<file path="config.mk">
export PLATFORM = sky130hd
export DESIGN_NAME = srg_sync_request
export DESIGN_NICKNAME = d
export VERILOG_FILES = /design/src/rtl/srg_pkg.sv /design/src/rtl/srg_char_classify.sv /design/src/rtl/srg_comma_run.sv /design/src/rtl/srg_hold_timer.sv /design/src/rtl/srg_err_count.sv /design/src/rtl/srg_sync_request.sv
export SDC_FILE = /design/constraint.sdc
export NUM_CORES = 1
export LEC_CHECK = 0
export BUFFER_PORTS_ARGS = -buffer_cell sky130_fd_sc_hd__buf_2
export CORE_MARGIN = 3
export CORE_UTILIZATION = 55
export CTS_CLUSTER_DIAMETER = 60
export DETAILED_ROUTE_END_ITERATION = 12
export PLACE_DENSITY = 0.83
export SKIP_CTS_REPAIR_TIMING = 1
export SLEW_MARGIN = 5
export SYNTH_ARGS = -nofsm -noshare
export SYNTH_HDL_FRONTEND = slang
export SYNTH_SLANG_ARGS = --single-unit
export TNS_END_PERCENT = 5
</file>
<file path="constraint.sdc">
create_clock -name clk -period 4.8 [get_ports clk]
set_clock_uncertainty 0.15 [all_clocks]
set_input_delay 1.2 -clock clk [delete_from_list [all_inputs] [get_ports clk]]
set_output_delay 1.2 -clock clk [all_outputs]
set_load 0.02 [all_outputs]
</file>
<file path="src/rtl/srg_pkg.sv">
package srg_pkg;

    localparam logic [7:0] K_COMMA = 8'hBC;
    localparam logic [7:0] K_FMARK = 8'hFC;
    localparam logic [7:0] K_AMARK = 8'h7C;

    typedef enum logic [1:0] {
        ST_SYNC   = 2'd0,
        ST_ALIGN  = 2'd1,
        ST_LOCKED = 2'd2,
        ST_HOLD   = 2'd3
    } link_state_e;

    typedef struct packed {
        logic valid;
        logic comma;
        logic frame_end;
        logic misplaced;
    } char_class_t;

    function automatic char_class_t classify(
        input logic       valid,
        input logic [7:0] data,
        input logic       is_k,
        input logic       fend,
        input logic       mfend
    );
        char_class_t c;
        logic fmark;
        logic amark;
        fmark       = is_k && (data == K_FMARK);
        amark       = is_k && (data == K_AMARK);
        c.valid     = valid;
        c.comma     = valid && is_k && (data == K_COMMA);
        c.frame_end = valid && fend;
        c.misplaced = valid && ((fmark && !fend) || (amark && !mfend));
        return c;
    endfunction

endpackage

</file>
<file path="src/rtl/srg_char_classify.sv">
module srg_char_classify
    import srg_pkg::*;
(
    input  logic        ch_valid,
    input  logic [7:0]  ch_data,
    input  logic        ch_is_k,
    input  logic        ch_frame_end,
    input  logic        ch_mframe_end,
    output char_class_t cls
);
    always_comb begin
        cls = classify(ch_valid, ch_data, ch_is_k, ch_frame_end, ch_mframe_end);
    end
endmodule

</file>
<file path="src/rtl/srg_comma_run.sv">
module srg_comma_run #(
    parameter int LOCK_RUN = 4
) (
    input  logic clk,
    input  logic rst,
    input  logic enable,
    input  logic valid,
    input  logic comma,
    output logic run_done
);
    localparam int CW = $clog2(LOCK_RUN + 1);
    localparam logic [CW-1:0] LAST = CW'(LOCK_RUN - 1);

    logic [CW-1:0] run_q;

    assign run_done = enable && valid && comma && (run_q == LAST);

    always_ff @(posedge clk) begin
        if (rst || !enable) begin
            run_q <= '0;
        end else if (valid) begin
            if (!comma || run_done) run_q <= '0;
            else                    run_q <= run_q + 1'b1;
        end
    end
endmodule

</file>
<file path="src/rtl/srg_hold_timer.sv">
module srg_hold_timer #(
    parameter int HOLD_FRAMES = 5
) (
    input  logic clk,
    input  logic rst,
    input  logic active,
    input  logic frame_end,
    output logic expire
);
    localparam int HW = $clog2(HOLD_FRAMES + 1);
    localparam logic [HW-1:0] LAST = HW'(HOLD_FRAMES - 1);

    logic [HW-1:0] frames_q;

    assign expire = active && frame_end && (frames_q == LAST);

    always_ff @(posedge clk) begin
        if (rst || !active || expire) frames_q <= '0;
        else if (frame_end)           frames_q <= frames_q + 1'b1;
    end
endmodule

</file>
<file path="src/rtl/srg_err_count.sv">
module srg_err_count #(
    parameter int ERR_W = 8
) (
    input  logic             clk,
    input  logic             rst,
    input  logic             inc,
    output logic [ERR_W-1:0] count
);
    localparam logic [ERR_W-1:0] CMAX = '1;

    always_ff @(posedge clk) begin
        if (rst)                         count <= '0;
        else if (inc && (count != CMAX)) count <= count + 1'b1;
    end
endmodule

</file>
<file path="src/rtl/srg_sync_request.sv">
module srg_sync_request
    import srg_pkg::*;
#(
    parameter int LOCK_RUN    = 4,
    parameter int HOLD_FRAMES = 5,
    parameter int ERR_W       = 8
) (
    input  logic             clk,
    input  logic             rst,
    input  logic             ch_valid,
    input  logic [7:0]       ch_data,
    input  logic             ch_is_k,
    input  logic             ch_frame_end,
    input  logic             ch_mframe_end,
    output logic             sync_req,
    output logic [1:0]       link_state,
    output logic [ERR_W-1:0] realign_errs
);
    char_class_t cls;
    link_state_e state_q, state_d;
    logic        run_done, hold_expire, checking, err_inc;

    srg_char_classify u_cls (
        .ch_valid      (ch_valid),
        .ch_data       (ch_data),
        .ch_is_k       (ch_is_k),
        .ch_frame_end  (ch_frame_end),
        .ch_mframe_end (ch_mframe_end),
        .cls           (cls)
    );

    srg_comma_run #(.LOCK_RUN(LOCK_RUN)) u_run (
        .clk      (clk),
        .rst      (rst),
        .enable   (state_q == ST_SYNC),
        .valid    (cls.valid),
        .comma    (cls.comma),
        .run_done (run_done)
    );

    srg_hold_timer #(.HOLD_FRAMES(HOLD_FRAMES)) u_hold (
        .clk       (clk),
        .rst       (rst),
        .active    (state_q == ST_HOLD),
        .frame_end (cls.frame_end),
        .expire    (hold_expire)
    );

    assign checking = (state_q == ST_ALIGN) || (state_q == ST_LOCKED);
    assign err_inc  = checking && cls.misplaced;

    srg_err_count #(.ERR_W(ERR_W)) u_err (
        .clk   (clk),
        .rst   (rst),
        .inc   (err_inc),
        .count (realign_errs)
    );

    always_comb begin
        state_d = state_q;
        unique case (state_q)
            ST_SYNC:   if (run_done) state_d = ST_ALIGN;
            ST_ALIGN: begin
                if (cls.misplaced)                 state_d = ST_HOLD;
                else if (cls.valid && !cls.comma)  state_d = ST_LOCKED;
            end
            ST_LOCKED: if (cls.misplaced) state_d = ST_HOLD;
            ST_HOLD:   if (hold_expire)   state_d = ST_SYNC;
            default:   state_d = ST_SYNC;
        endcase
    end

    always_ff @(posedge clk) begin
        if (rst) state_q <= ST_SYNC;
        else     state_q <= state_d;
    end

    assign link_state = state_q;
    assign sync_req   = (state_q == ST_SYNC) || (state_q == ST_HOLD);
endmodule

</file>
# [Word-level counts from Yosys, hierarchy flattened]
# Cells that the tools add are included.
[word_totals] regBits=16 input_bits=14 out_inout_bits=11 elab_cells=57
[classes] n_addsub=3 eq_ne=13 n_mux=7 n_reduce_logical=30
[ops] op="$eq A8 B8 Y1 const B" count=2
[ops] op="$logic_and A1 B1 Y1" count=16
[ops] op="$mux W2" count=5
[ops] op="$add A8 B1 Y8 const B" count=1
[ops] op="$eq A8 B7 Y1 const B" count=1
[ops] op="$ne A8 B8 Y1 const B" count=1
[ops] op="$pmux W2 S4" count=1
[ops] op="$logic_or A1 B1 Y1" count=7
[ops] op="$add A3 B1 Y3 const B" count=2
[ops] op="$ne A2 B2 Y1 const B" count=3
[ops] op="$logic_not A1 Y1" count=5
[ops] op="$eq A2 B2 Y1 const B" count=2
[ops] op="$reduce_and A4 Y1" count=1
[ops] op="$eq A3 B2 Y1 const B" count=1
[ops] op="$eq A3 B3 Y1 const B" count=1
[ops] op="$mux W3" count=1
[ops] op="$ne A3 B2 Y1 const B" count=1
[ops] op="$eq A2 B1 Y1 const B" count=1
[ops] op="$logic_not A2 Y1" count=1

# [Depth between registers and ports, before layout]
[depth] word_depth=7 ltp_mapped=7 mapped_depth_nobuf=7

# [Hierarchy]
# From an unflattened synthesis, not the netlist that was laid out.
[hier_totals] cells_unflattened=114 hier_area_um2=1073.5
[modules_own_cells] mod="srg_err_count" n_inst=1 cells_per_inst=46 area_per_inst_um2=430.4 seq_area_each_um2=160.2
[modules_own_cells] mod="srg_sync_request" n_inst=1 cells_per_inst=24 area_per_inst_um2=236.5 seq_area_each_um2=40.0
[modules_own_cells] mod="srg_comma_run" n_inst=1 cells_per_inst=17 area_per_inst_um2=168.9 seq_area_each_um2=60.1
[modules_own_cells] mod="srg_hold_timer" n_inst=1 cells_per_inst=20 area_per_inst_um2=167.7 seq_area_each_um2=60.1
[modules_own_cells] mod="srg_char_classify" n_inst=1 cells_per_inst=7 area_per_inst_um2=70.1 seq_area_each_um2=0.0

# [Least setup slack after synthesis]
# OpenSTA, ideal clock, no wires.
[synth_path] kind="in2reg" from="input port ch_data[4]" to="register u_err.count[5]" setup_ns=0.071 arrival_time_ns=2.575 required_time_ns=4.579 slack_ns=2.005 cell_stages=5 n_path_buf=0 cell_sequence="nand4_1 nor4_4 nand3_4 or4_1 a21oi_1"
[synth_between] elab_chain_len=7 word_cells_on_any_way=10 classes_between="eq/ne: 2; reduce/logical: 8"
[synth_lines] item="start, declared" line_no="srg_sync_request.sv:11" text="input logic [7:0] ch_data,"
[synth_lines] item="$eq A8 B8 Y1 or $eq A8 B7 Y1 (tied branches)" line_no="srg_pkg.sv:31, srg_pkg.sv:32"
[synth_lines] item="$logic_and A1 B1 Y1, on equally long branches" line_no="srg_pkg.sv:31, srg_pkg.sv:32"
[synth_lines] item="$logic_and A1 B1 Y1" line_no="srg_pkg.sv:36" text="c.misplaced = valid && ((fmark && !fend) || (amark && !mfend));"
[synth_lines] item="$logic_or A1 B1 Y1 *" line_no="srg_pkg.sv:36"
[synth_lines] item="$logic_and A1 B1 Y1 *" line_no="srg_pkg.sv:36"
[synth_lines] item="$logic_and A1 B1 Y1 *" line_no="srg_sync_request.sv:50" text="assign err_inc = checking && cls.misplaced;"
[synth_lines] item="$logic_and A1 B1 Y1 *" line_no="srg_err_count.sv:13" text="else if (inc && (count != CMAX)) count <= count + 1'b1;"
[synth_lines] item="end signal, assigned" line_no="srg_err_count.sv:13"
[synth_lines] item="end, declared" line_no="srg_err_count.sv:7" text="output logic [ERR_W-1:0] count"
# Mark *: on every way between the ends. The rest lies on a longest branch, timed or not.
# A chain may end at the register's enable or synchronous reset.

# [Final worst setup path]
[layout_path] from="register state_q[1], in the netlist link_state[1]" to="output port sync_req"
[layout_between] elab_chain_len=2 word_cells_on_any_way=3 classes_between="eq/ne: 1; reduce/logical: 2"
[layout_lines] item="start, declared" line_no="srg_sync_request.sv:20" text="link_state_e state_q, state_d;"
[layout_lines] item="start signal, assigned" line_no="srg_sync_request.sv:75" text="else state_q <= state_d;"
[layout_lines] item="$eq A2 B2 Y1 or $logic_not A2 Y1 (tied branches)" line_no="srg_sync_request.sv:79" text="assign sync_req = (state_q == ST_SYNC) || (state_q == ST_HOLD);"
[layout_lines] item="$logic_or A1 B1 Y1 *" line_no="srg_sync_request.sv:79"
[layout_lines] item="end, declared" line_no="srg_sync_request.sv:15" text="output logic sync_req,"
# Marked as above.

==> impl_results.md <==
- Status: completed
- Nets: between 150 and 200
- Sink Count: 16
- # setup viols final: 0
- Warnings from Yosys: 0
- Max Clock Freq: 359.0 MHz
- Top_reg_cell synth: dfxtp_1
- GP Congestion: ~0.72
- Core Region: about 1600 um2
- Routed Antenna Nets: 0
- IO Count: 25
- Delay-heaviest family, CP: flip-flops
- Chip Height: 47.80 um
- Worst-Margin Slew: 0.5169 ns
- Slowest-stage cell, CP: dfxtp_1
- Number of global-route vias before repair: between 700 and 800
- CP Data Required Time: ~3.5 ns
- Avg Vias per Cell: 5.972
- Commonest non-fill, non-tap cell in the layout: buf_2
- Post-Syn Instances: 101
- Min-delay worst type: reg2reg
- Largest net degree at the start of global routing: 17
- Clk slew on worst S/H paths: 0.09 ns
- Drt total wl: 2028 um
- WL met3: 119 um
- Highest Signal Layer: met4
- Combinational share of power: 0.069
- Num CTS Buffers: 3
- Root Buffer: clkbuf_4
- RSZ-0062 raised after global routing: no
- Setup CP Type: reg2out
- Sequential share of power: 0.609
- Routed vias: ~850
- Final Critical Period: 2.785 ns
- Critical path arrival: 1.44 ns
- Initial antenna violation count: 0
- CP cell instances: inv_1 > ha_1 > inv_1 > buf_2
- Setup TNS Final: 0 ns
- Commonest cells after routing, fill and taps aside: buf_2, dfxtp_1, inv_1, ha_1
- Startpoint Class: register
- Tcrit/Tclk final: 0.5803
- Die Width: 47.80 um
- Pint: 0.1688 mW
- Post-synth EDFFs: 0
- Detail Placement HPWL: 1622 um
- Syn Nets: 125
- Syn Std Cell Area: 960.9 um2
- Starting Density: 0.6095
- Async set-reset flop share out of synthesis: 0
- Netlist cell types: 33
- # DRC: 0
- Fin. max-slew vios: 0
- Initial drt markers: 5
- Pwr dens: 194.3 nW/um2
- GRT Total Usage: 0.2017
- Initial DRT Pass Iterations: 2
- Met2 WL: slightly above 1000 um
- Grt total ovfl: 0
- Largest stage delay on the critical path: between 0.4 and 0.5 ns
- CTS tree: built
- Clk network pwr share: 0.321
- Endpoints failing hold: 0
- Number of synthesized register bits: 16
- Final core occ: 0.7103
- Die ar.: 2285 um2
- Crit-path max FO: 6
- H-tree levels: 1
- Worst path bufs/invs: 3
- Clk_lat worst skew: 0.28 ns
- Synth-to-Final Area Change: 16.54%
- Syn avg cell area: 9.514 um2
- Leak: 0.4642 nW
- Number of port buffers: 24
- Sequential share of the synthesized area: 0.3333
- WL/cell: 14.18 um
- First-pass GRT wire length: ~3200 um
- Cell repeated most along the worst path: inv_1
- Metal1 wirelength: 838 um
- Sw frac: 0.2244
- Max-cap violations: 0
- N_diodes: 0
- Worst setup EP type: output port
- Clock buffer depth: 2
- Layout cell share with drive strength beyond 1: 0.2913
- Max IR drop VDD: between 0.15 and 0.2 mV
- Switching power: 0.04883 mW
- Relative slew margins: 0.6518
- Row count: 14
-- power groups by stage --
stage / sequential (mW) / combinational, mW / clock [mW]
after floorplan: 0.136 / 0.00685 / 0
after detailed placement: 0.136 / 0.0151 / 0
final: 0.133 / 0.0151 / 0.0699
after CTS: 0.133 / 0.0152 / 0.0718
after global placement: 0.136 / 0.0146 / 0
after global routing: 0.133 / 0.0165 / 0.0774
-- per-stage QoR --
step                hold WS (ns)  instances  area [um2]  power [mW]  setup WS (ns)
floorplan                 0.3677        101       960.9      0.1426          2.005
global placement          0.3321        140        1097      0.1503          1.809
detailed placement        0.3471        140        1097      0.1509          1.763
CTS                       0.3572        143        1120      0.2196          1.994
global route              0.3881        143        1120      0.2266          1.882
finish                    0.3598        143        1120      0.2176          2.015
-- state kept, by name, summed over array words and instances (netlist names) --
| register | flops |
|---|---|
| u_hold.frames_q | 3 |
| u_err.count | 8 |
| link_state | 2 |
| u_run.run_q | 3 |
-- cell type report --
class                      count  area, um2
inverter                      12      45.04
timing repair buffer          24      120.1
tap                           16      20.02
fill                         132      456.7
clock buffer                   3      22.52
multi-input combinational     72      591.8
sequential                    16      320.3
-- metal layers --
layer | vias to the layer above | track usage
li1 | 427 | -
met1 | 394 | 0.2167
met2 | 25 | 0.3483
met3 | 8 | 0.04887
met4 | 0 | 0.1290
met5 | - | 0
-- final timing paths --
kind                            slack [ns]        endpoint  cells after the start           start
worst max-delay path                  2.01        sync_req                      4   link_state[1]
worst min-delay path                  0.36  u_err.count[5]                      2  u_err.count[5]
worst max register to register        2.83  u_err.count[5]                      5   link_state[1]
worst min register to register        0.36  u_err.count[5]                      2  u_err.count[5]
-- Yosys cell counts (all sizes together) (2+ instances only) --
cell | count | area, um2
a211oi | 2 | 15.01
xor2 | 3 | 26.28
o22ai | 2 | 12.51
o41ai | 2 | 17.52
mux2 | 2 | 22.52
dfxtp | 16 | 320.3
nand4 | 5 | 31.28
a21oi | 4 | 20.02
nand2 | 3 | 11.26
ha | 10 | 125.1
nor2 | 4 | 15.01
o21ai | 5 | 25.02
nor3 | 4 | 20.02
mux2i | 3 | 30.03
and3b | 2 | 17.52
inv | 12 | 45.04
or3 | 3 | 22.52
nand3 | 5 | 37.54
-- cell families (layout without fill, tap and decap cells) --
family,Yosys count,in the layout,share of synthesized area
flops,16,16,0.3333
compound gates,20,20,0.1445
xor+xnor,4,4,0.03646
fa+ha+maj,10,10,0.1302
mux,5,5,0.05469
buf+inv,13,39,0.05077
simple gates,33,33,0.2500
-- worst reg2reg max path, delay by kind of cell, from the launching register on --
kind	cells	cell delay, ns
adder cells (fa/ha/maj)	1	0.40
buffers and inverters	1	0.11
AND/OR/NAND/NOR	2	0.66
flip-flops	1	0.44
AO/OA/AOI/OAI	1	0.15
Power figures use the tool's default switching activity.
